File: src/rtl/fe_tx_pkg.sv
package fe_tx_pkg;
  typedef enum logic [1:0] {
    FS_IDLE = 2'd0,
    FS_KSYM = 2'd1,
    FS_BODY = 2'd2,
    FS_TAIL = 2'd3
  } fstate_t;

  localparam logic [4:0] CG_IDLE  = 5'b11111;
  localparam logic [4:0] CG_START = 5'b11000;
  localparam logic [4:0] CG_PAIR  = 5'b10001;
  localparam logic [4:0] CG_TERM  = 5'b01101;
  localparam logic [4:0] CG_RESET = 5'b00111;

  localparam logic [1:0] LV_NEG  = 2'b11;
  localparam logic [1:0] LV_ZERO = 2'b00;
  localparam logic [1:0] LV_POS  = 2'b01;

  function automatic logic [4:0] nib_to_cg(input logic [3:0] n);
    logic [4:0] c;
    case (n)
      4'h0: c = 5'b11110;
      4'h1: c = 5'b01001;
      4'h2: c = 5'b10100;
      4'h3: c = 5'b10101;
      4'h4: c = 5'b01010;
      4'h5: c = 5'b01011;
      4'h6: c = 5'b01110;
      4'h7: c = 5'b01111;
      4'h8: c = 5'b10010;
      4'h9: c = 5'b10011;
      4'hA: c = 5'b10110;
      4'hB: c = 5'b10111;
      4'hC: c = 5'b11010;
      4'hD: c = 5'b11011;
      4'hE: c = 5'b11100;
      default: c = 5'b11101;
    endcase
    return c;
  endfunction
endpackage

File: src/rtl/fe_tx_framer.sv
module fe_tx_framer
  import fe_tx_pkg::*;
#(
  parameter int DIV   = 5,
  parameter int NIB_W = 4,
  parameter int CG_W  = 5
) (
  input  logic             clk,
  input  logic             rst_n,
  input  logic             in_valid,
  input  logic [NIB_W-1:0] in_data,
  output logic             in_ready,
  output logic             slot,
  output logic [CG_W-1:0]  cg
);
  localparam int PH_W = (DIV > 1) ? $clog2(DIV) : 1;
  localparam logic [PH_W-1:0] PH_LAST = PH_W'(DIV - 1);

  logic [PH_W-1:0] phase;
  fstate_t         st, st_nx;

  always_ff @(posedge clk) begin
    if (!rst_n) begin
      phase <= '0;
    end else if (phase == PH_LAST) begin
      phase <= '0;
    end else begin
      phase <= phase + 1'b1;
    end
  end

  assign slot     = (phase == PH_LAST);
  assign in_ready = slot && (st != FS_TAIL);

  always_comb begin
    st_nx = st;
    cg    = CG_IDLE;
    unique case (st)
      FS_IDLE: begin
        if (in_valid) begin
          cg    = CG_START;
          st_nx = FS_KSYM;
        end
      end
      FS_KSYM: begin
        if (in_valid) begin
          cg    = CG_PAIR;
          st_nx = FS_BODY;
        end else begin
          cg    = CG_TERM;
          st_nx = FS_TAIL;
        end
      end
      FS_BODY: begin
        if (in_valid) begin
          cg = nib_to_cg(in_data);
        end else begin
          cg    = CG_TERM;
          st_nx = FS_TAIL;
        end
      end
      default: begin
        cg    = CG_RESET;
        st_nx = FS_IDLE;
      end
    endcase
  end

  always_ff @(posedge clk) begin
    if (!rst_n) begin
      st <= FS_IDLE;
    end else if (slot) begin
      st <= st_nx;
    end
  end
endmodule

File: src/rtl/fe_tx_scrambler.sv
module fe_tx_scrambler #(
  parameter int          CG_W   = 5,
  parameter int          LFSR_W = 11,
  parameter int          TAP    = 8,
  parameter logic [10:0] SEED   = 11'h7FF
) (
  input  logic            clk,
  input  logic            rst_n,
  input  logic            load,
  input  logic [CG_W-1:0] cg,
  output logic            scr_bit
);
  logic [CG_W-1:0]   sh;
  logic [LFSR_W-1:0] lfsr;
  logic              key;

  assign key     = lfsr[LFSR_W-1] ^ lfsr[TAP];
  assign scr_bit = sh[CG_W-1] ^ key;

  always_ff @(posedge clk) begin
    if (!rst_n) begin
      sh   <= '1;
      lfsr <= LFSR_W'(SEED);
    end else begin
      lfsr <= {lfsr[LFSR_W-2:0], key};
      if (load) begin
        sh <= cg;
      end else begin
        sh <= {sh[CG_W-2:0], 1'b1};
      end
    end
  end
endmodule

File: src/rtl/fe_tx_mlt3.sv
module fe_tx_mlt3
  import fe_tx_pkg::*;
(
  input  logic       clk,
  input  logic       rst_n,
  input  logic       bit_in,
  output logic [1:0] lvl
);
  logic up;

  always_ff @(posedge clk) begin
    if (!rst_n) begin
      lvl <= LV_ZERO;
      up  <= 1'b1;
    end else if (bit_in) begin
      if (lvl == LV_ZERO) begin
        lvl <= up ? LV_POS : LV_NEG;
      end else begin
        lvl <= LV_ZERO;
        up  <= (lvl == LV_NEG);
      end
    end
  end
endmodule

File: src/rtl/fe_tx_encoder.sv
module fe_tx_encoder #(
  parameter int NIB_W  = 4,
  parameter int CG_W   = 5,
  parameter int DIV    = 5,
  parameter int LFSR_W = 11,
  parameter int TAP    = 8
) (
  input  logic             clk,
  input  logic             rst_n,
  input  logic             in_valid,
  input  logic [NIB_W-1:0] in_data,
  output logic             in_ready,
  output logic [1:0]       line_lvl
);
  logic            slot;
  logic [CG_W-1:0] cg;
  logic            scr_bit;

  fe_tx_framer #(.DIV(DIV), .NIB_W(NIB_W), .CG_W(CG_W)) u_framer (
    .clk      (clk),
    .rst_n    (rst_n),
    .in_valid (in_valid),
    .in_data  (in_data),
    .in_ready (in_ready),
    .slot     (slot),
    .cg       (cg)
  );

  fe_tx_scrambler #(.CG_W(CG_W), .LFSR_W(LFSR_W), .TAP(TAP)) u_scr (
    .clk     (clk),
    .rst_n   (rst_n),
    .load    (slot),
    .cg      (cg),
    .scr_bit (scr_bit)
  );

  fe_tx_mlt3 u_mlt3 (
    .clk    (clk),
    .rst_n  (rst_n),
    .bit_in (scr_bit),
    .lvl    (line_lvl)
  );
endmodule

File: config.mk
export PLATFORM = sky130hd
export DESIGN_NAME = fe_tx_encoder
export DESIGN_NICKNAME = d
export VERILOG_FILES = /design/src/rtl/fe_tx_pkg.sv /design/src/rtl/fe_tx_framer.sv /design/src/rtl/fe_tx_scrambler.sv /design/src/rtl/fe_tx_mlt3.sv /design/src/rtl/fe_tx_encoder.sv
export SDC_FILE = /design/constraint.sdc
export NUM_CORES = 1
export LEC_CHECK = 0
export ABC_CLOCK_PERIOD_IN_PS = 2000
export BUFFER_PORTS_ARGS = -buffer_cell sky130_fd_sc_hd__buf_2
export CORE_ASPECT_RATIO = 0.75
export CORE_MARGIN = 5
export CORE_UTILIZATION = 36
export CTS_BUF_LIST = sky130_fd_sc_hd__clkbuf_8 sky130_fd_sc_hd__clkbuf_16
export CTS_CLUSTER_DIAMETER = 200
export DETAILED_ROUTE_END_ITERATION = 7
export PLACE_DENSITY_LB_ADDON = 0.12
export SYNTH_ARGS = -nofsm -noshare
export SYNTH_HDL_FRONTEND = slang
export SYNTH_SLANG_ARGS = --single-unit
File: constraint.sdc
create_clock -name clk -period 2 [get_ports clk]
set_clock_uncertainty 0.15 [all_clocks]
set_input_delay 0.4 -clock clk [delete_from_list [all_inputs] [get_ports clk]]
set_output_delay 0.4 -clock clk [all_outputs]
set_load 0.1 [all_outputs]
# ---- Word level (Yosys, flattened, before mapping)
# Memories as Yosys holds them, arrays and structs flattened.
# Cells that the tools add are included.
dict set report totals {
  wordCells 38
  reg_bits 24
  mem_count 1
  romBits 80
  inputBits 7
}
dict set report classes {
  muxes 11
  eq_ne 7
  addsub 1
  n_reduce_logical 7
  bitwise 4
}
# name words word_bits read_ports rd_clocked_by_memory_dff write_ports line
set memory_table {}
lappend memory_table {{(name not given)} 16 5 1 0 0 fe_tx_pkg.sv:21} ;# case (n)
# cell n
set op_table {}
lappend op_table {{two-way mux 5 bit} 3}
lappend op_table {{one-hot mux 5 bit (3 select lines)} 1}
lappend op_table {{two-way mux 2 bit} 4}
lappend op_table {{inequality test 2 bit (second input constant)} 3}
lappend op_table {{one-hot mux 2 bit (3 select lines)} 1}
lappend op_table {{equality test 2 bit (second input constant)} 2}
lappend op_table {{logical NOT 2 bit} 2}
lappend op_table {{AND reduction 2 bit} 2}
lappend op_table {{adder 3 x 1 -> 3 bit (second input constant)} 1}
lappend op_table {{equality test 3 bit (second input constant)} 1}
lappend op_table {{two-way mux 3 bit} 1}
lappend op_table {{AND reduction 3 bit} 1}
lappend op_table {{equality test 2 x 1 -> 1 bit (second input constant)} 1}
lappend op_table {{inverter 1 bit} 2}
lappend op_table {{OR reduction 2 bit} 1}
lappend op_table {{XOR 1 bit} 2}
lappend op_table {{logical AND 1 bit} 1}
lappend op_table {{two-way mux 1 bit} 1}

# ---- Depth between registers and ports, before layout
# Gate-level depths: netlist (run 1).
# An unclocked memory read counts as a cell.
dict set report depth {
  ltp_word 4
  depth_mapped 6
  depth_no_buf 6
}

# ---- Modules after synthesis
# A second synthesis (run 1) with hierarchy kept.
dict set report unflattened {
  hier_cells 108
  area_unflattened_um2 1031.0
}
# module cells_per_inst area_each_um2 seq_area_each_um2 n_inst
set by_module_without_submodules {}
lappend by_module_without_submodules {fe_tx_scrambler 40 483.0 320.3 1}
lappend by_module_without_submodules {fe_tx_framer 55 420.4 100.1 1}
lappend by_module_without_submodules {fe_tx_mlt3 13 127.6 60.1 1}

# ---- Worst setup path before layout (run 1)
# No wires, ideal clock.
dict set report synth_timing {
  path_kind {register to register}
  start {register u_framer.phase[0]}
  end {register u_scr.sh[3]}
  period_less_slack_ns 2.533
  required_time_ns 1.780
  arrival_time_ns 2.313
  setup_ns 0.070
  stages_incl_launch_ff 7
  slack_ns -0.533
  cell_sequence {dfxtp_1 inv_1 ha_1 nand2_1 nor2_1 o211ai_1 nand3_1}
}
dict set report synth_via {
  elab_chain_cells 2
}
# item line
set synth_lines {}
lappend synth_lines {{from (decl)} fe_tx_framer.sv:19} ;# logic [PH_W-1:0] phase;
lappend synth_lines {{from (signal assigned)} fe_tx_framer.sv:28} ;# phase <= phase + 1'b1;
lappend synth_lines {{equality test 3 bit} fe_tx_framer.sv:32} ;# assign slot = (phase == PH_LAST);
lappend synth_lines {{two-way mux 5 bit} fe_tx_scrambler.sv:26} ;# if (load) begin
lappend synth_lines {{to (signal assigned)} fe_tx_scrambler.sv:27} ;# sh <= cg;
lappend synth_lines {{to (signal assigned)} fe_tx_scrambler.sv:29} ;# sh <= {sh[CG_W-2:0], 1'b1};
lappend synth_lines {{to (decl)} fe_tx_scrambler.sv:13} ;# logic [CG_W-1:0] sh;
# Every way passes these cells.
# A chain may end at the register's enable or synchronous reset.

# ---- Worst setup path in the final report (run 1)
dict set report layout_timing {
  start {register u_framer.phase[0]}
  end {output port in_ready}
}
dict set report layout_via {
  elab_chain_cells 2
}
# item line
set layout_lines {}
lappend layout_lines {{equality test 3 bit} fe_tx_framer.sv:32}
lappend layout_lines {{logical AND 1 bit} fe_tx_framer.sv:33} ;# assign in_ready = slot && (st != FS_TAIL);
lappend layout_lines {{to (decl)} fe_tx_encoder.sv:12} ;# output logic in_ready,
# Every way passes these cells.

==> out/results.ini, run 1 <==
[run_status]
status = complete, no violations

[clocking]
post-cts-setup-buffers = 0
clock_path_buffers = 2
cts_root_buf = clkbuf_8
cts_tree = done
cts_htree_levels = 1
cts.sinks = 24
cts_buffers = 3
clk_latency_ns = 0.26
path_clk_slew_ns = 0.08

[floorplan]
die_area_um2 = 3800
die_w_um = 69.6
initial_core_util_pct = 37.1
core_um2 = 2580
boundaryPins = 10
rows = 16
die_h_um = 54.7

[route]
wire_per_inst_um = 10.2
drt-initial-drc-count = 10
drc = 0
dr_wl_met3_um = 53
highest_layer = met4
first_pass_iters = 2
route.met2.wl_um = 667
num_vias = 660
drt-total-wl_mm = 1.49
vias_per_cell = 4.52
wl_met1_um = 766
antenna_left = 0

[cells_and_area]
fillers = 268
final_util_pct = 44.3
final_cells = 146
finish.instance_area_um2 = 1140
area_delta_synth_final_pct = 19.5
layout-drive-gt1-share_pct = 17.3
n_antenna_cell = 0
finalNetCount = 124

[sta]
rsz0062_at_grt = false
setup_tns_ns = 0
fin_crit_sh_pct = 91.8
slew_headroom_pct = 67.9
max_freq_mhz = 544
slew_violations = 0
worst_pin_slew_ns = 0.484
min_period_ns = 1.84
whs_ns = 0.260
setup_viol = 0
finalHoldViolations = 0

[synth]
synthCells = 98
synth_nets = 111
ys_ff_latch = 24
postSynthAreaPerCell_um2 = 9.78
synth_cell_types = 31
ys_warn_count = 0
ys_seq_area_share_pct = 50.1
synth.cell_area_um2 = 958

[worst_setup_path]
path_max_fanout = 8
crit_path_start_kind = flip-flop
cp_slowest_stage_delay_ns = 0.36
cp_slowest_cell = dfxtp_1
reg2reg_slack_ns = 0.30
crit_chain = inv_1 > ha_1 > nand2_2 > nor2_4 > buf_12
worstSetupPathType = reg -> out
end_kind = output pin
arrival_ns = 1.29
critPathRequiredTime_ns = 1.45

[global_route]
grt_usage_pct = 9.26
grt_max_degree = 23
grt_pass1_wl_mm = 2.73
grt_overflow = 0
antenna_found_initial = 0
grt_pass1_vias = 661

[min_path]
hp-class = reg -> reg

[placement]
port_buffers = 9
placed_area_um2 = 1070
routabilityCongestion = 0.721
post-place-cells = 142
hpwl_mm = 1.13

[job]
drv_cap = 0

[power_and_ir_drop]
leakagePower_uw = 0.000457
powerDensity_nw_per_um2 = 920
ir_drop_uv = 319

[area by class of cell]
class                      count  area, µm²  share of cell area, %
timing repair buffer          10       67.6                   5.90
multi-input combinational     67        462                   40.3
clock inverter                 1       30.0                   2.62
tap                           36       45.0                   3.93
inverter                       5       18.8                   1.64
sequential                    24        480                   42.0
clock buffer                   3       41.3                   3.61
[power by group]
part / total, µW / switching, µW / leakage, µW / internal [µW]
sequential: 513 / 12.1 / 0.000196 / 501
clock: 412 / 145 / 0.0000357 / 267
combinational: 128 / 88.0 / 0.000225 / 39.8
[layout by cell type (no fill, tap or decap), drive strengths merged]
cell type / Yosys / layout
o22ai: 1 / 1
nor2b: 3 / 3
mux2i: 1 / 1
nand2b: 10 / 10
o311ai: 2 / 2
xnor2: 2 / 2
ha: 6 / 6
o21ai: 5 / 5
nor3: 2 / 2
bufinv: 0 / 1
and2: 1 / 1
a21o: 1 / 1
nand3b: 2 / 2
clkbuf: 2 / 3
nor2: 8 / 8
inv: 5 / 5
dfxtp: 24 / 24
xor2: 1 / 1
or4: 1 / 1
nand3: 4 / 4
a21oi: 2 / 2
o21bai: 1 / 1
buf: 0 / 10
nor4b: 1 / 1
o31ai: 1 / 1
nand2: 8 / 8
a221oi: 1 / 1
o211ai: 2 / 2
and3: 1 / 1
[kinds of logic (layout without fill, tap and decap cells)]
group	count (synthesis)	in the layout	synth area share (%)
simple gates	41	41	24.5
flops	24	24	50.1
compound gates	16	16	11.0
buf+inv	7	19	2.74
fa+ha+maj	6	6	7.83
xor+xnor	3	3	2.74
mux	1	1	1.04
[through the flow]
step                setup slack, ns  total power [µW]
floorplan                     0.243               618
global route                 0.0819              1100
finish                        0.163              1050
global placement              0.336               650
CTS                          0.0293              1070
detailed placement            0.297               652
[path summary, 6_finish.rpt]
check / startpoint / to / depth (start not counted)
setup reg to reg: u_framer.st[0]$_SDFFE_PN0P_ / u_framer.st[0]$_SDFFE_PN0P_ / 6
hold / removal: u_scr.lfsr[5]$_SDFF_PN1_ / u_scr.lfsr[6]$_SDFF_PN1_ / 1
setup / recovery: u_framer.phase[0]$_SDFF_PP0_ / in_ready / 5
hold reg to reg: u_scr.lfsr[5]$_SDFF_PN1_ / u_scr.lfsr[6]$_SDFF_PN1_ / 1
[metal layers]
metal / global-route usage [%] / up-vias
li1: - / 357
met1: 10.1 / 295
met2: 16.5 / 6
met3: 3.85 / 2
met4: 3.90 / 0
met5: 0 / -
[flip-flops by register name (all words and copies together), names as in the netlist]
signal and flops:
u_framer.st 2, u_scr.lfsr 11, u_scr.sh 5, u_mlt3.lvl 2, u_mlt3.up 1, u_framer.phase 3
[critical path: cells and delay by family (launching register included)]
| kind | cells | cell delay [ns] |
|---|---|---|
| and+or+nand+nor | 2 | 0.25 |
| buffers and inverters | 2 | 0.22 |
| DFF | 1 | 0.36 |
| adders and majority gates | 1 | 0.19 |
[cells in the mapped netlist]
library cell	number	area, µm²
dfxtp_1	24	480
nand2b_1	10	62.6
nand2_1	8	30.0
nor2_1	8	30.0
ha_1	6	75.1
inv_1	4	15.0
nand3_1	4	20.0
o21ai_0	4	20.0
nor2b_1	3	18.8
a21oi_1	2	10.0
clkbuf_1	2	7.51
nand3b_1	2	15.0
o211ai_1	2	15.0
xnor2_1	2	17.5
a21o_1	1	7.51
a221oi_1	1	8.76
and2_1	1	6.26
and3_1	1	6.26
inv_2	1	3.75
mux2i_1	1	10.0
nor3_1	1	5.00
nor3_2	1	10.0
nor4b_4	1	23.8
o21ai_1	1	5.00
o21bai_1	1	7.51
o22ai_1	1	6.26
o311ai_0	1	8.76
o311ai_1	1	8.76
o31ai_1	1	7.51
or4_1	1	7.51
xor2_1	1	8.76
[what timing repair did]
| action | CTS | global route |
|---|---|---|
| gates resized for setup | 0 | 1 |
| hold buffers | 0 | 0 |
| setup endpoints to repair | 0 | 1 |
Note: power is estimated with default switching activity, not from simulation.
==> inputs of run 2 (changes only) <==
--- a/config.mk
+++ b/config.mk
@@ -9,7 +9,7 @@
 export BUFFER_PORTS_ARGS = -buffer_cell sky130_fd_sc_hd__buf_2
 export CORE_ASPECT_RATIO = 0.75
 export CORE_MARGIN = 5
-export CORE_UTILIZATION = 36
+export CORE_UTILIZATION = 35
 export CTS_BUF_LIST = sky130_fd_sc_hd__clkbuf_8 sky130_fd_sc_hd__clkbuf_16
 export CTS_CLUSTER_DIAMETER = 200
 export DETAILED_ROUTE_END_ITERATION = 7
==> out/results.ini, run 2 (synthesis results as in run 1) <==
[run_status]
status = complete, no violations

[cells_and_area]
largest_reg_flops = 11  ; unchanged
seq_area_um2 = 480  ; unchanged
reg_top3 = u_scr.lfsr (11), u_scr.sh (5), u_framer.phase (3)
final_cells = 146  ; unchanged
n_antenna_cell = 0  ; unchanged
layout-drive-gt1-share_pct = 17.3  ; unchanged
finish.instance_area_um2 = 1140  ; unchanged
multi_input_area_um2 = 462  ; unchanged
area_delta_synth_final_pct = 19.5  ; unchanged
layout_common_cells = dfxtp_1, nand2b_1, buf_2, nand2_1, nor2_1
mostFrequentLayoutCell = dfxtp_1
largest-register = u_scr.lfsr
finalNetCount = 124  ; unchanged
fillers = 258  ; -3.7%

[sta]
min_period_ns = 1.86  ; +0.0231 ns
slew_violations = 0  ; unchanged
max_freq_mhz = 538  ; -1.2%
rsz0062_at_grt = false
finalHoldViolations = 0  ; unchanged
setup_tns_ns = 0  ; unchanged
slew_headroom_pct = 67.8  ; -0.16 points
fin_crit_sh_pct = 93.0  ; +1.2 points
worst_pin_slew_ns = 0.487  ; +0.00238 ns
setup_viol = 0  ; unchanged

[global_route]
grt_max_degree = 15  ; -35%
grt_pass1_wl_mm = 2.84  ; +4.3%
grt_pass1_vias = 618  ; -6.5%
grt_usage_pct = 9.02  ; -0.25 points
antenna_found_initial = 0  ; unchanged
grt_overflow = 0  ; unchanged

[route]
wl_met1_um = 807  ; +5.4%
wire_per_inst_um = 10.9  ; +6.4%
highest_layer = met4
antenna_left = 0  ; unchanged
num_vias = 689  ; +4.4%
dr_wl_met3_um = 98  ; +85%
first_pass_iters = 4  ; +2
vias_per_cell = 4.72  ; +4.4%
drt-initial-drc-count = 39  ; +29
drt-total-wl_mm = 1.59  ; +6.4%
drc = 0  ; unchanged
route.met2.wl_um = 675  ; +1.2%

[clocking]
clk_latency_ns = 0.26  ; about the same
path_clk_slew_ns = 0.08  ; about the same
cts_root_buf = clkbuf_8
cts_tree = done
clock_path_buffers = 2  ; unchanged
cts.sinks = 24  ; unchanged
cts_htree_levels = 1  ; unchanged
hold_buffers = 0  ; unchanged
cts_buffers = 3  ; unchanged

[power_and_ir_drop]
ir_drop_uv = 472  ; +48%
leakagePower_uw = 0.000457  ; unchanged
powerDensity_nw_per_um2 = 917  ; -0.33%

[placement]
placed_area_um2 = 1070  ; unchanged
port_buffers = 9  ; unchanged
hpwl_mm = 1.22  ; +7.6%
post-place-cells = 142  ; unchanged
routabilityCongestion = 0.693  ; -3.9%

[floorplan]
rows = 16  ; unchanged
die_w_um = 70.4  ; +1.2%
initial_core_util_pct = 36.5  ; -0.57 points
die_area_um2 = 3900  ; +2.4%
core_um2 = 2620  ; +1.6%
boundaryPins = 10  ; unchanged
die_h_um = 55.3  ; +1.2%

[worst_setup_path]
critPathRequiredTime_ns = 1.45  ; about the same
reg2reg_slack_ns = 0.29  ; about the same
path_max_fanout = 8  ; unchanged
worstRegToRegCells = 6  ; unchanged
crit_path_start_kind = flip-flop
arrival_ns = 1.31  ; +0.02 ns
end_kind = output pin
worstSetupPathType = reg -> out

[job]
drv_cap = 0  ; unchanged

[min_path]
hold_depth = 1  ; unchanged
hp-class = reg -> reg

run 2: stage by stage:
step / power, µW / worst slack (ns) / hold WS [ns] / util (%)
after CTS: 1070 / 0.111 / 0.255 / 43.7
after global placement: 652 / 0.325 / 0.240 / 40.8
after global routing: 1100 / 0.0334 / 0.265 / 43.7
after floorplan: 618 / 0.243 / 0.236 / -
after detailed placement: 654 / 0.297 / 0.243 / 40.8
final: 1050 / 0.140 / 0.260 / 43.7
run 2: timing repair:
item | in CTS | in global routing
setup endpoints to repair | 1 | 0
resized for setup | 1 | 0
setup buffers | 0 | 0
run 2: power breakdown:
part / leakage [µW] / internal, µW / total (µW) / switching, µW
sequential: 0.000196 / 501 / 513 / 12.6
clock: 0.0000357 / 267 / 407 / 140
combinational: 0.000225 / 39.7 / 130 / 89.8
run 2: path summary, 6_finish.rpt:
check	from	end
setup / recovery	u_framer.phase[0]$_SDFF_PP0_	in_ready
hold / removal	u_scr.lfsr[0]$_SDFF_PN1_	u_scr.lfsr[1]$_SDFF_PN1_
setup reg to reg	u_framer.st[0]$_SDFFE_PN0P_	u_framer.st[0]$_SDFFE_PN0P_
hold reg to reg	u_scr.lfsr[0]$_SDFF_PN1_	u_scr.lfsr[1]$_SDFF_PN1_
run 2: area by class of cell:
type / instances / share of cell area, %
timing repair buffer: 10 / 5.90
clock inverter: 1 / 2.62
clock buffer: 3 / 3.61
inverter: 5 / 1.64
tap: 36 / 3.93
sequential: 24 / 42.0
multi-input combinational: 67 / 40.3
run 2: layer usage:
layer	up-vias	GRT usage (%)
met3	2	3.80
met1	308	13.0
li1	362	-
met2	17	12.5
met4	0	1.64
met5	-	0
run 2: critical path: stages, from the launching register on:
cell     delay [ns]
dfxtp_1        0.37
inv_1          0.05
ha_1           0.20
nand2_2        0.19
nor2_4         0.07
buf_12         0.17
==> inputs of run 3 (changes only) <==
--- a/config.mk
+++ b/config.mk
@@ -8,12 +8,13 @@
 export ABC_CLOCK_PERIOD_IN_PS = 2000
 export BUFFER_PORTS_ARGS = -buffer_cell sky130_fd_sc_hd__buf_2
 export CORE_ASPECT_RATIO = 0.75
-export CORE_MARGIN = 5
+export CORE_MARGIN = 3
 export CORE_UTILIZATION = 35
 export CTS_BUF_LIST = sky130_fd_sc_hd__clkbuf_8 sky130_fd_sc_hd__clkbuf_16
 export CTS_CLUSTER_DIAMETER = 200
 export DETAILED_ROUTE_END_ITERATION = 7
 export PLACE_DENSITY_LB_ADDON = 0.12
+export RECOVER_POWER = 50
 export SYNTH_ARGS = -nofsm -noshare
 export SYNTH_HDL_FRONTEND = slang
 export SYNTH_SLANG_ARGS = --single-unit
==> out/results.ini, run 3 (synthesis results as in run 1) <==
[placement]
hpwl_mm = 1.16  ; -5.2%
routabilityCongestion = 0.736  ; +6.2%
port_buffers = 9  ; unchanged

[cells_and_area]
final_util_pct = 46.6  ; +3.0 points
area_delta_synth_final_pct = 18.7
seq_area_um2 = 480  ; unchanged
reg_top3 = u_scr.lfsr (11), u_scr.sh (5), u_framer.phase (3)
n_antenna_cell = 0  ; unchanged
finalNetCount = 124  ; unchanged
layout_common_cells = dfxtp_1, nand2b_1, nand2_1, nor2_1, buf_2
mostFrequentLayoutCell = dfxtp_1
largest-register = u_scr.lfsr
fillers = 262  ; +1.6%
largest_reg_flops = 11  ; unchanged
multi_input_area_um2 = 462  ; unchanged
layout-drive-gt1-share_pct = 15.5  ; -1.8 points

[sta]
max_freq_mhz = 537  ; about the same
finalHoldViolations = 0  ; unchanged
min_period_ns = 1.86  ; +0.00123 ns
fin_crit_sh_pct = 93.1  ; about the same
rsz0062_at_grt = false
worst_pin_slew_ns = 0.860  ; +0.374 ns
setup_viol = 0  ; unchanged
setup_tns_ns = 0  ; unchanged
slew_headroom_pct = 42.7  ; -25 points
slew_violations = 0  ; unchanged

[clocking]
cts.sinks = 24  ; unchanged
clock_path_buffers = 2  ; unchanged
cts_root_buf = clkbuf_8
path_clk_slew_ns = 0.08  ; about the same
cts_resized = 0  ; -1
hold_buffers = 0  ; unchanged
cts_tree = done
post-cts-setup-buffers = 0  ; unchanged
cts_buffers = 3  ; unchanged
cts_htree_levels = 1  ; unchanged
clk_latency_ns = 0.26  ; about the same

[floorplan]
core_um2 = 2440  ; -7.0%
die_h_um = 51.3  ; -7.2%
die_w_um = 66.4  ; -5.7%
initial_core_util_pct = 39.3  ; +2.7 points
rows = 15  ; -1
die_area_um2 = 3410  ; -12%
boundaryPins = 10  ; unchanged

[route]
first_pass_iters = 4  ; unchanged
vias_per_cell = 4.62  ; -2.1%
antenna_left = 0  ; unchanged
drt-total-wl_mm = 1.58  ; -0.94%
wire_per_inst_um = 10.9  ; +0.43%
drt-initial-drc-count = 31  ; -21%
drc = 0  ; unchanged
num_vias = 665  ; -3.5%

[global_route]
grt_pass1_wl_mm = 2.75  ; -3.1%
antenna_found_initial = 0  ; unchanged
grt_max_degree = 23  ; +8
grt_overflow = 0  ; unchanged
grt_pass1_vias = 611  ; -1.1%
grt_usage_pct = 10.5  ; +1.5 points

[worst_setup_path]
arrival_ns = 1.31  ; about the same
end_kind = output pin
cp_num_buf_inv = 2  ; unchanged
path_max_fanout = 8  ; unchanged
worstRegToRegCells = 6  ; unchanged
cp_slowest_cell = dfxtp_1
crit_chain = inv_1 > ha_1 > nand2_2 > nor2_4 > buf_12
cp_slowest_stage_delay_ns = 0.37  ; about the same
crit_path_start_kind = flip-flop
crit_family = flip-flops
critPathRequiredTime_ns = 1.45  ; about the same
cp.depth = 5  ; unchanged
worstSetupPathType = reg -> out

[power_and_ir_drop]
p_int_uw = 807  ; -0.10%
leakagePower_uw = 0.000451  ; -1.4%
combPwrFrac_pct = 12.1  ; -0.2 points
seq_power_share_pct = 48.6  ; -0.3 points
ir_drop_uv = 587  ; +24%
swShare_pct = 23.5  ; +0.45 points
clockPowerShare_pct = 39.3  ; +0.5 points
switchingPower_uw = 248  ; +2.4%
powerDensity_nw_per_um2 = 927  ; +1.1%

[run_status]
status = complete, no violations

[min_path]
hp-class = reg -> reg
hold_depth = 1  ; unchanged

[job]
drv_cap = 0  ; unchanged

==> run 3: power groups by stage <==
stage                     Combinational [µW]  Sequential (µW)  Clock, µW
after floorplan                         60.5              558          0
after global placement                   127              524          0
after detailed placement                 128              524          0
after CTS                                129              513        431
after global routing                     140              516        449
final                                    128              513        414
==> run 3: path summary, 6_finish.rpt <==
kind / slack, ns / endpoint / startpoint
hold reg to reg: 0.26 / u_scr.lfsr[6]$_SDFF_PN1_ / u_scr.lfsr[5]$_SDFF_PN1_
setup / recovery: 0.14 / in_ready / u_framer.phase[0]$_SDFF_PP0_
setup reg to reg: 0.24 / u_framer.st[0]$_SDFFE_PN0P_ / u_framer.st[0]$_SDFFE_PN0P_
hold / removal: 0.26 / u_scr.lfsr[6]$_SDFF_PN1_ / u_scr.lfsr[5]$_SDFF_PN1_
==> run 3: cell type report <==
| type | count | area share, % |
|---|---|---|
| clock buffers | 3 | 3.63 |
| clock inverters | 1 | 2.64 |
| inverters | 5 | 1.65 |
| multi-input cells | 67 | 40.6 |
| flip-flops and latches | 24 | 42.2 |
| well taps | 34 | 3.74 |
| repair buffers | 10 | 5.50 |
==> run 3: metrics by stage <==
step	hold WS [ns]	instance area (µm²)	std cells	power (µW)	setup WS [ns]
after detailed placement	0.246	1070	140	652	0.249
after floorplan	0.236	966	98	618	0.243
after CTS	0.263	1140	144	1070	0.00136
after global placement	0.239	1070	140	651	0.332
final	0.261	1140	144	1050	0.139
after global routing	0.267	1140	144	1100	0.0442
==> run 3: layer usage <==
layer / share of wire (%) / track usage, % / vias up
met3: 3.7 / 4.62 / 2
li1: - / - / 357
met4: 0.38 / 2.03 / 0
met1: 53 / 14.4 / 298
met5: 0 / 0 / -
met2: 42 / 15.3 / 8
